### config.mk
export PLATFORM = sky130hd
export DESIGN_NAME = retstk_top
export DESIGN_NICKNAME = d
export VERILOG_FILES = /design/src/rtl/retstk_pkg.sv /design/src/rtl/retstk_ptr_ctrl.sv /design/src/rtl/retstk_store.sv /design/src/rtl/retstk_top.sv
export SDC_FILE = /design/constraint.sdc
export NUM_CORES = 1
export LEC_CHECK = 0
export BUFFER_PORTS_ARGS = -buffer_cell sky130_fd_sc_hd__buf_2
export CAP_MARGIN = 15
export CORE_MARGIN = 2
export CORE_UTILIZATION = 68
export CTS_BUF_LIST = sky130_fd_sc_hd__clkbuf_16
export DETAILED_ROUTE_END_ITERATION = 12
export PLACE_DENSITY = 0.84
export RECOVER_POWER = 50
export SYNTH_ARGS = -nofsm -noshare
export SYNTH_HDL_FRONTEND = slang
export SYNTH_HIERARCHICAL = 1
export SYNTH_SLANG_ARGS = --single-unit
### constraint.sdc
create_clock -name clk -period 9.45 [get_ports clk]
set_input_delay 1.4175 -clock clk [delete_from_list [all_inputs] [get_ports clk]]
set_output_delay 1.4175 -clock clk [all_outputs]
set_load 0.02 [all_outputs]
### src/rtl/retstk_pkg.sv
package retstk_pkg;
  localparam int ADDR_W = 21;
  localparam int PTR_W  = 5;
  localparam int DEPTH  = (1 << PTR_W) - 1;
  localparam int BYTE_W = 8;
  localparam int UP_W   = ADDR_W - 2 * BYTE_W;

  typedef logic [ADDR_W-1:0] addr_t;
  typedef logic [PTR_W-1:0]  ptr_t;
  typedef logic [BYTE_W-1:0] byte_t;

  typedef enum logic [1:0] {
    SEL_PTR = 2'd0,
    SEL_LO  = 2'd1,
    SEL_HI  = 2'd2,
    SEL_UP  = 2'd3
  } sel_e;

  function automatic ptr_t ptr_inc(input ptr_t p);
    return p + ptr_t'(1);
  endfunction

  function automatic ptr_t ptr_dec(input ptr_t p);
    return p - ptr_t'(1);
  endfunction

  function automatic logic ptr_full(input ptr_t p);
    return p == ptr_t'(DEPTH);
  endfunction

  function automatic addr_t lane_mask(input sel_e s);
    case (s)
      SEL_LO:  return addr_t'({BYTE_W{1'b1}});
      SEL_HI:  return addr_t'({BYTE_W{1'b1}}) << BYTE_W;
      SEL_UP:  return addr_t'({UP_W{1'b1}}) << (2 * BYTE_W);
      default: return '0;
    endcase
  endfunction

  function automatic addr_t lane_spread(input byte_t b);
    return {b[UP_W-1:0], b, b};
  endfunction

  function automatic byte_t lane_pick(input addr_t v, input sel_e s);
    case (s)
      SEL_LO:  return v[BYTE_W-1:0];
      SEL_HI:  return v[2*BYTE_W-1:BYTE_W];
      SEL_UP:  return byte_t'(v[ADDR_W-1:2*BYTE_W]);
      default: return '0;
    endcase
  endfunction
endpackage

### src/rtl/retstk_ptr_ctrl.sv
module retstk_ptr_ctrl
  import retstk_pkg::*;
(
  input  logic clk,
  input  logic rst_n,
  input  logic push_i,
  input  logic pop_i,
  input  logic hold_i,
  input  logic ptr_wr_i,
  input  ptr_t ptr_wdata_i,
  input  logic keep_ovf_i,
  input  logic keep_unf_i,
  output ptr_t ptr_o,
  output ptr_t ptr_nxt_o,
  output logic full_o,
  output logic ovf_o,
  output logic unf_o,
  output logic push_ok_o,
  output logic push_ovf_o,
  output logic pop_ok_o,
  output logic pop_unf_o
);
  ptr_t ptr_q;
  logic ovf_q, unf_q;
  logic push_req, pop_req, empty;

  always_comb begin
    empty      = (ptr_q == '0);
    push_req   = push_i & ~hold_i;
    pop_req    = pop_i & ~push_i & ~hold_i;
    push_ok_o  = push_req & ~ptr_full(ptr_q);
    push_ovf_o = push_req & ptr_full(ptr_q);
    pop_ok_o   = pop_req & ~empty;
    pop_unf_o  = pop_req & empty;
  end

  always_ff @(posedge clk) begin
    if (!rst_n) begin
      ptr_q <= '0;
      ovf_q <= 1'b0;
      unf_q <= 1'b0;
    end else if (ptr_wr_i) begin
      ptr_q <= ptr_wdata_i;
      ovf_q <= ovf_q & keep_ovf_i;
      unf_q <= unf_q & keep_unf_i;
    end else begin
      if (push_ok_o)  ptr_q <= ptr_inc(ptr_q);
      if (pop_ok_o)   ptr_q <= ptr_dec(ptr_q);
      if (push_ovf_o) ovf_q <= 1'b1;
      if (pop_unf_o)  unf_q <= 1'b1;
    end
  end

  assign ptr_o     = ptr_q;
  assign ptr_nxt_o = ptr_inc(ptr_q);
  assign full_o    = ptr_full(ptr_q);
  assign ovf_o     = ovf_q;
  assign unf_o     = unf_q;

  assert_push_inc_R2: assert property (@(posedge clk) disable iff (!rst_n)
    push_ok_o |=> ptr_q == ptr_t'($past(ptr_q) + 1'b1));
  assert_pop_dec_R3: assert property (@(posedge clk) disable iff (!rst_n)
    pop_ok_o |=> ptr_q == ptr_t'($past(ptr_q) - 1'b1));
  assert_no_overflow_R5: assert property (@(posedge clk) disable iff (!rst_n)
    push_ovf_o |=> ovf_q && ptr_q == ptr_t'(DEPTH));
  assert_underflow_R6: assert property (@(posedge clk) disable iff (!rst_n)
    pop_unf_o |=> unf_q && ptr_q == '0);
  assert_ovf_sticky_R7: assert property (@(posedge clk) disable iff (!rst_n)
    (ovf_q && !ptr_wr_i) |=> ovf_q);
  assert_unf_sticky_R7: assert property (@(posedge clk) disable iff (!rst_n)
    (unf_q && !ptr_wr_i) |=> unf_q);
endmodule

### src/rtl/retstk_store.sv
module retstk_store
  import retstk_pkg::*;
(
  input  logic  clk,
  input  logic  wr_en_i,
  input  ptr_t  wr_ptr_i,
  input  addr_t wr_mask_i,
  input  addr_t wr_data_i,
  input  ptr_t  rd_ptr_i,
  output addr_t rd_data_o
);
  addr_t mem [DEPTH];
  ptr_t  wr_idx, rd_idx;

  assign wr_idx = ptr_dec(wr_ptr_i);
  assign rd_idx = ptr_dec(rd_ptr_i);

  always_ff @(posedge clk) begin
    if (wr_en_i && wr_ptr_i != '0)
      mem[wr_idx] <= (mem[wr_idx] & ~wr_mask_i) | (wr_data_i & wr_mask_i);
  end

  assign rd_data_o = (rd_ptr_i == '0) ? '0 : mem[rd_idx];
endmodule

### src/rtl/retstk_top.sv
module retstk_top
  import retstk_pkg::*;
(
  input  logic              clk,
  input  logic              rst_n,
  input  logic              push_i,
  input  logic [ADDR_W-1:0] push_pc_i,
  input  logic              pop_i,
  output logic [ADDR_W-1:0] tos_o,
  input  logic              reg_wr_i,
  input  logic [1:0]        reg_sel_i,
  input  logic [BYTE_W-1:0] reg_wdata_i,
  output logic [BYTE_W-1:0] reg_rdata_o,
  output logic              full_o,
  output logic              ovf_o,
  output logic              unf_o
);
  localparam int OVF_BIT = BYTE_W - 1;
  localparam int UNF_BIT = BYTE_W - 2;

  sel_e  sel;
  ptr_t  ptr, ptr_nxt;
  logic  push_ok, push_ovf, pop_ok, pop_unf;
  logic  ptr_wr, tos_wr;
  logic  st_wr;
  ptr_t  st_ptr;
  addr_t st_mask, st_data, top;

  assign sel    = sel_e'(reg_sel_i);
  assign ptr_wr = reg_wr_i && sel == SEL_PTR;
  assign tos_wr = reg_wr_i && sel != SEL_PTR && ptr != '0;

  retstk_ptr_ctrl u_ptr (
    .clk        (clk),
    .rst_n      (rst_n),
    .push_i     (push_i),
    .pop_i      (pop_i),
    .hold_i     (reg_wr_i),
    .ptr_wr_i   (ptr_wr),
    .ptr_wdata_i(reg_wdata_i[PTR_W-1:0]),
    .keep_ovf_i (reg_wdata_i[OVF_BIT]),
    .keep_unf_i (reg_wdata_i[UNF_BIT]),
    .ptr_o      (ptr),
    .ptr_nxt_o  (ptr_nxt),
    .full_o     (full_o),
    .ovf_o      (ovf_o),
    .unf_o      (unf_o),
    .push_ok_o  (push_ok),
    .push_ovf_o (push_ovf),
    .pop_ok_o   (pop_ok),
    .pop_unf_o  (pop_unf)
  );

  always_comb begin
    st_wr   = push_ok | tos_wr;
    st_ptr  = push_ok ? ptr_nxt : ptr;
    st_mask = push_ok ? '1 : lane_mask(sel);
    st_data = push_ok ? push_pc_i : lane_spread(reg_wdata_i);
  end

  retstk_store u_store (
    .clk      (clk),
    .wr_en_i  (st_wr),
    .wr_ptr_i (st_ptr),
    .wr_mask_i(st_mask),
    .wr_data_i(st_data),
    .rd_ptr_i (ptr),
    .rd_data_o(top)
  );

  assign tos_o = top;

  always_comb begin
    if (sel == SEL_PTR)
      reg_rdata_o = {ovf_o, unf_o, {(BYTE_W-PTR_W-2){1'b0}}, ptr};
    else
      reg_rdata_o = lane_pick(top, sel);
  end

  assert_push_store_R2: assert property (@(posedge clk) disable iff (!rst_n)
    push_ok |=> tos_o == $past(push_pc_i));
  assert_empty_tos_R10: assert property (@(posedge clk) disable iff (!rst_n)
    ptr == '0 |-> tos_o == '0);
  assert_full_only_top_R4: assert property (@(posedge clk) disable iff (!rst_n)
    full_o |-> !push_ok);
  assert_tos_wr_holds_ptr_R11: assert property (@(posedge clk) disable iff (!rst_n)
    tos_wr |=> $stable(ptr));
  assert_unf_pop_zero_R6: assert property (@(posedge clk) disable iff (!rst_n)
    pop_unf |-> tos_o == '0);
  assert_ovf_no_write_R5: assert property (@(posedge clk) disable iff (!rst_n)
    (push_ovf && !tos_wr) |=> $stable(tos_o));
endmodule

==> run_results.csv <==
group,metric,value,unit
status,outcome,"complete, but fails checks",
status,violations,"max-capacitance violations, max-slew violations",
clocking,cts_tree,"yes",
power_and_ir_drop,clockPowerShare,28.5,%
power_and_ir_drop,p_leak,11.33,nW
critical_path,cp-start-kind,"flop",
routing,dr.pass1.iters,6,
critical_path,arrival,6560,ps
global_route,overflow,0,
placement,place_ws,2614,ps
sta,tns,0,ps
power_and_ir_drop,netSwitchingPower,2.820,mW
synthesis,synth_top_family_by_area,"multiplexers",
power_and_ir_drop,p_int,5.907,mW
synthesis,synth-warning-count,6,
final_layout,area_growth_syn_to_layout,9.614,%
sta,hold_viol_final,0,
synthesis,synthDistinctLibCells,73,
routing,wirelength,99350,um
routing,drt-wirelength-per-cell,37.29,um
sta,setup_violations,0,
synthesis,synth_cells,1933,
synthesis,synth-main-ff-cell,"edfxtp_1",
global_route,antenna_found_initial,7,
critical_path,end_kind,"output port",
critical_path,cp_cell_sequence,"inv_1 -> ha_1 -> buf_4 -> mux4_2 -> mux2_2 -> o21ai_0 -> o22ai_1 -> mux4_1 -> buf_2",
routing,drtIter0Drc,4066,
final_layout,drive_gt1_share,26.82,%
placement,gp_congestion,0.9478,
global_route,grt_pass1_wl,144100,um
clocking,hold_buffers,0,
sta,fin_ws,1477,ps
synthesis,synthesis.nets,1977,
clocking,cts_sinks,658,
synthesis,yosys.area_share.simple,5.092,%
power_and_ir_drop,swShare,32.31,%
sta,finalMaxSlewViolations,303,
sta,finalClockSkew,25.45,ps
routing,num_vias,21230,
global_route,grt_use_total,41.35,%
routing,avgViaCountPerCell,7.968,
floorplan,die_x,222.0,um
critical_path,setup.worst_path.class,"reg2out",
sta,min_period_over_period,84.37,%
critical_path,crit_path_max_fanout,55,
critical_path,max_stage_delay,2300,ps
power_and_ir_drop,total_power,8.727,mW
sta,period_needed,7973,ps
global_route,grt_max_degree,114,
floorplan,start_util,69.12,%
sta,slew_headroom,-95.85,%
final_layout,final_common_cell,"edfxtp_1",
min_path,hp-class,"reg2reg",
clocking,postCtsSetupRepairBufs,0,
placement,numPortBuffers,67,
synthesis,yosys.area_share.adder,0.3098,%
final_layout,fill_cells,2499,
synthesis,async_reset_ff_share,0,%
floorplan,coreArea,0.04675,mm^2
sta,grt_setup_unrepaired,"no",
clocking,clk_latency,610,ps
clocking,clk_path_buf_depth,3,
run,maxCapViolCount,22,
power_and_ir_drop,pwr-share-seq,41.6,%
synthesis,netlist_area,0.03231,mm^2
placement,dp.cells,2536,
final_layout,final_cells,2664,
placement,dp_hpwl,58310,um
critical_path,cp_top_family,"adder cells",
sta,max_freq,125.4,MHz
power_and_ir_drop,power_frac_comb,29.9,%
floorplan,ios,68,
clocking,cts.clk_slew.worst_paths,60,ps
clocking,cts_root_buffer,"clkbuf_16",
synthesis,synth_compound_area_share,5.668,%
global_route,grt_pass1_vias,21350,
clocking,cts-resized-gates,0,
synthesis,muxShareOfSynthArea,24.65,%
final_layout,final_util,75.76,%
power_and_ir_drop,cellPowerDensity,246.4,mW/mm^2
clocking,cts_made_buffers,67,
critical_path,crit_buf_inv,3,
synthesis,syn_area_per_cell,16.72,um^2
final_layout,mostFrequentLayoutCells,"edfxtp_1, mux4_2, nand2_1, o21ai_0, mux2i_1",
sta,max_slew.worst_pin.slew,2938,ps
synthesis,ys_ff_latch,658,
synthesis,synth-edff-count,651,
synthesis,yosys.area_share.xor_xnor,0.2943,%
final_layout,finalNetCount,2052,
power_and_ir_drop,ir_drop,0.1704,mV
synthesis,ys_seq_area_share,60.93,%
clocking,htree_levels,3,
critical_path,cp.required,8030,ps
routing,post-route-drc-count,0,
routing,antenna_left,0,
floorplan,die_area,0.04928,mm^2
critical_path,cp_slowest_cell,"ha_1",
floorplan,rows,79,
floorplan,fp.dieH,222.0,um
## power by group through the flow
stage / Sequential (mW) / Clock [mW] / Combinational [mW]
after floorplan: 3.68 / 0 / 1.66
after global placement: 3.70 / 0 / 2.36
after detailed placement: 3.70 / 0 / 2.44
after CTS: 3.64 / 2.49 / 2.47
after global routing: 3.63 / 2.60 / 2.70
final: 3.63 / 2.49 / 2.61
## tightest hold or removal path: stages, from the launching register on
cell,delay [ps]
dfxtp_1,390
o21ai_0,110
a21boi_1,70
## cells by family (layout without fill, tap and decap cells)
group / count (synthesis) / in the layout
adder cells (fa/ha/maj): 8 / 8
other: 0 / 6
multiplexers: 416 / 416
flip-flops: 658 / 658
AND/OR/NAND/NOR: 348 / 348
AO/OA/AOI/OAI: 294 / 294
XOR/XNOR: 10 / 10
buffers and inverters: 199 / 317
## cells in the mapped netlist, types with 21 or more instances
cell / n / area, um^2
inv_1: 59 / 221.5
edfxtp_1: 651 / 19550
nor2_1: 79 / 296.5
mux2i_1: 89 / 890.9
a21oi_1: 27 / 135.1
a31oi_1: 21 / 131.4
clkbuf_1: 45 / 168.9
nor2b_1: 36 / 225.2
mux4_2: 296 / 6666
o21ai_0: 101 / 505.5
o22ai_1: 57 / 356.6
a211oi_1: 40 / 300.3
nand2_1: 158 / 593.1
buf_2: 54 / 270.3
mux2_2: 26 / 292.8
nand2b_1: 31 / 193.9
## flip-flops by register name, summed over array words and instances (netlist names)
| register | cells |
|---|---|
| u_ptr/ovf_o | 1 |
| u_ptr/ptr_o | 5 |
| u_store/mem | 651 |
| u_ptr/unf_o | 1 |
## layer usage
metal / wire (um) / vias up / GRT usage, %
li1: - / 8046 / -
met1: 30510 / 10430 / 53.08
met2: 43920 / 2171 / 60.19
met3: 15930 / 580 / 13.50
met4: 8956 / 4 / 29.95
met5: 26 / - / 0
## final timing paths
path                                             to  cells past startpoint  slack, ps      startpoint
worst max-delay path                 reg_rdata_o[1]                      9       1480  u_ptr/ptr_o[0]
worst min-delay path                    u_ptr/ovf_o                      2        630     u_ptr/ovf_o
worst max register to register  u_store/mem[30][18]                     12       1590  u_ptr/ptr_o[0]
worst min register to register          u_ptr/ovf_o                      2        630     u_ptr/ovf_o
## cell type report
class | instances | area, um^2 | area share [%]
flip-flops and latches | 658 | 19690 | 55.60
multi-input cells | 1076 | 11780 | 33.25
clock buffers | 71 | 1777 | 5.016
repair buffers | 145 | 948.4 | 2.677
well taps | 607 | 759.5 | 2.144
clock inverters | 41 | 225.2 | 0.6358
inverters | 60 | 225.2 | 0.6358
diodes | 6 | 15.01 | 0.04239
## metrics by stage
stage	cell area [um^2]	hold WS [ps]
floorplan	32310	559.8
global placement	33460	594.3
detailed placement	33500	626.3
CTS	35500	635.0
global route	35410	658.5
finish	35420	628.1
(Power assumes the default switching activity.)
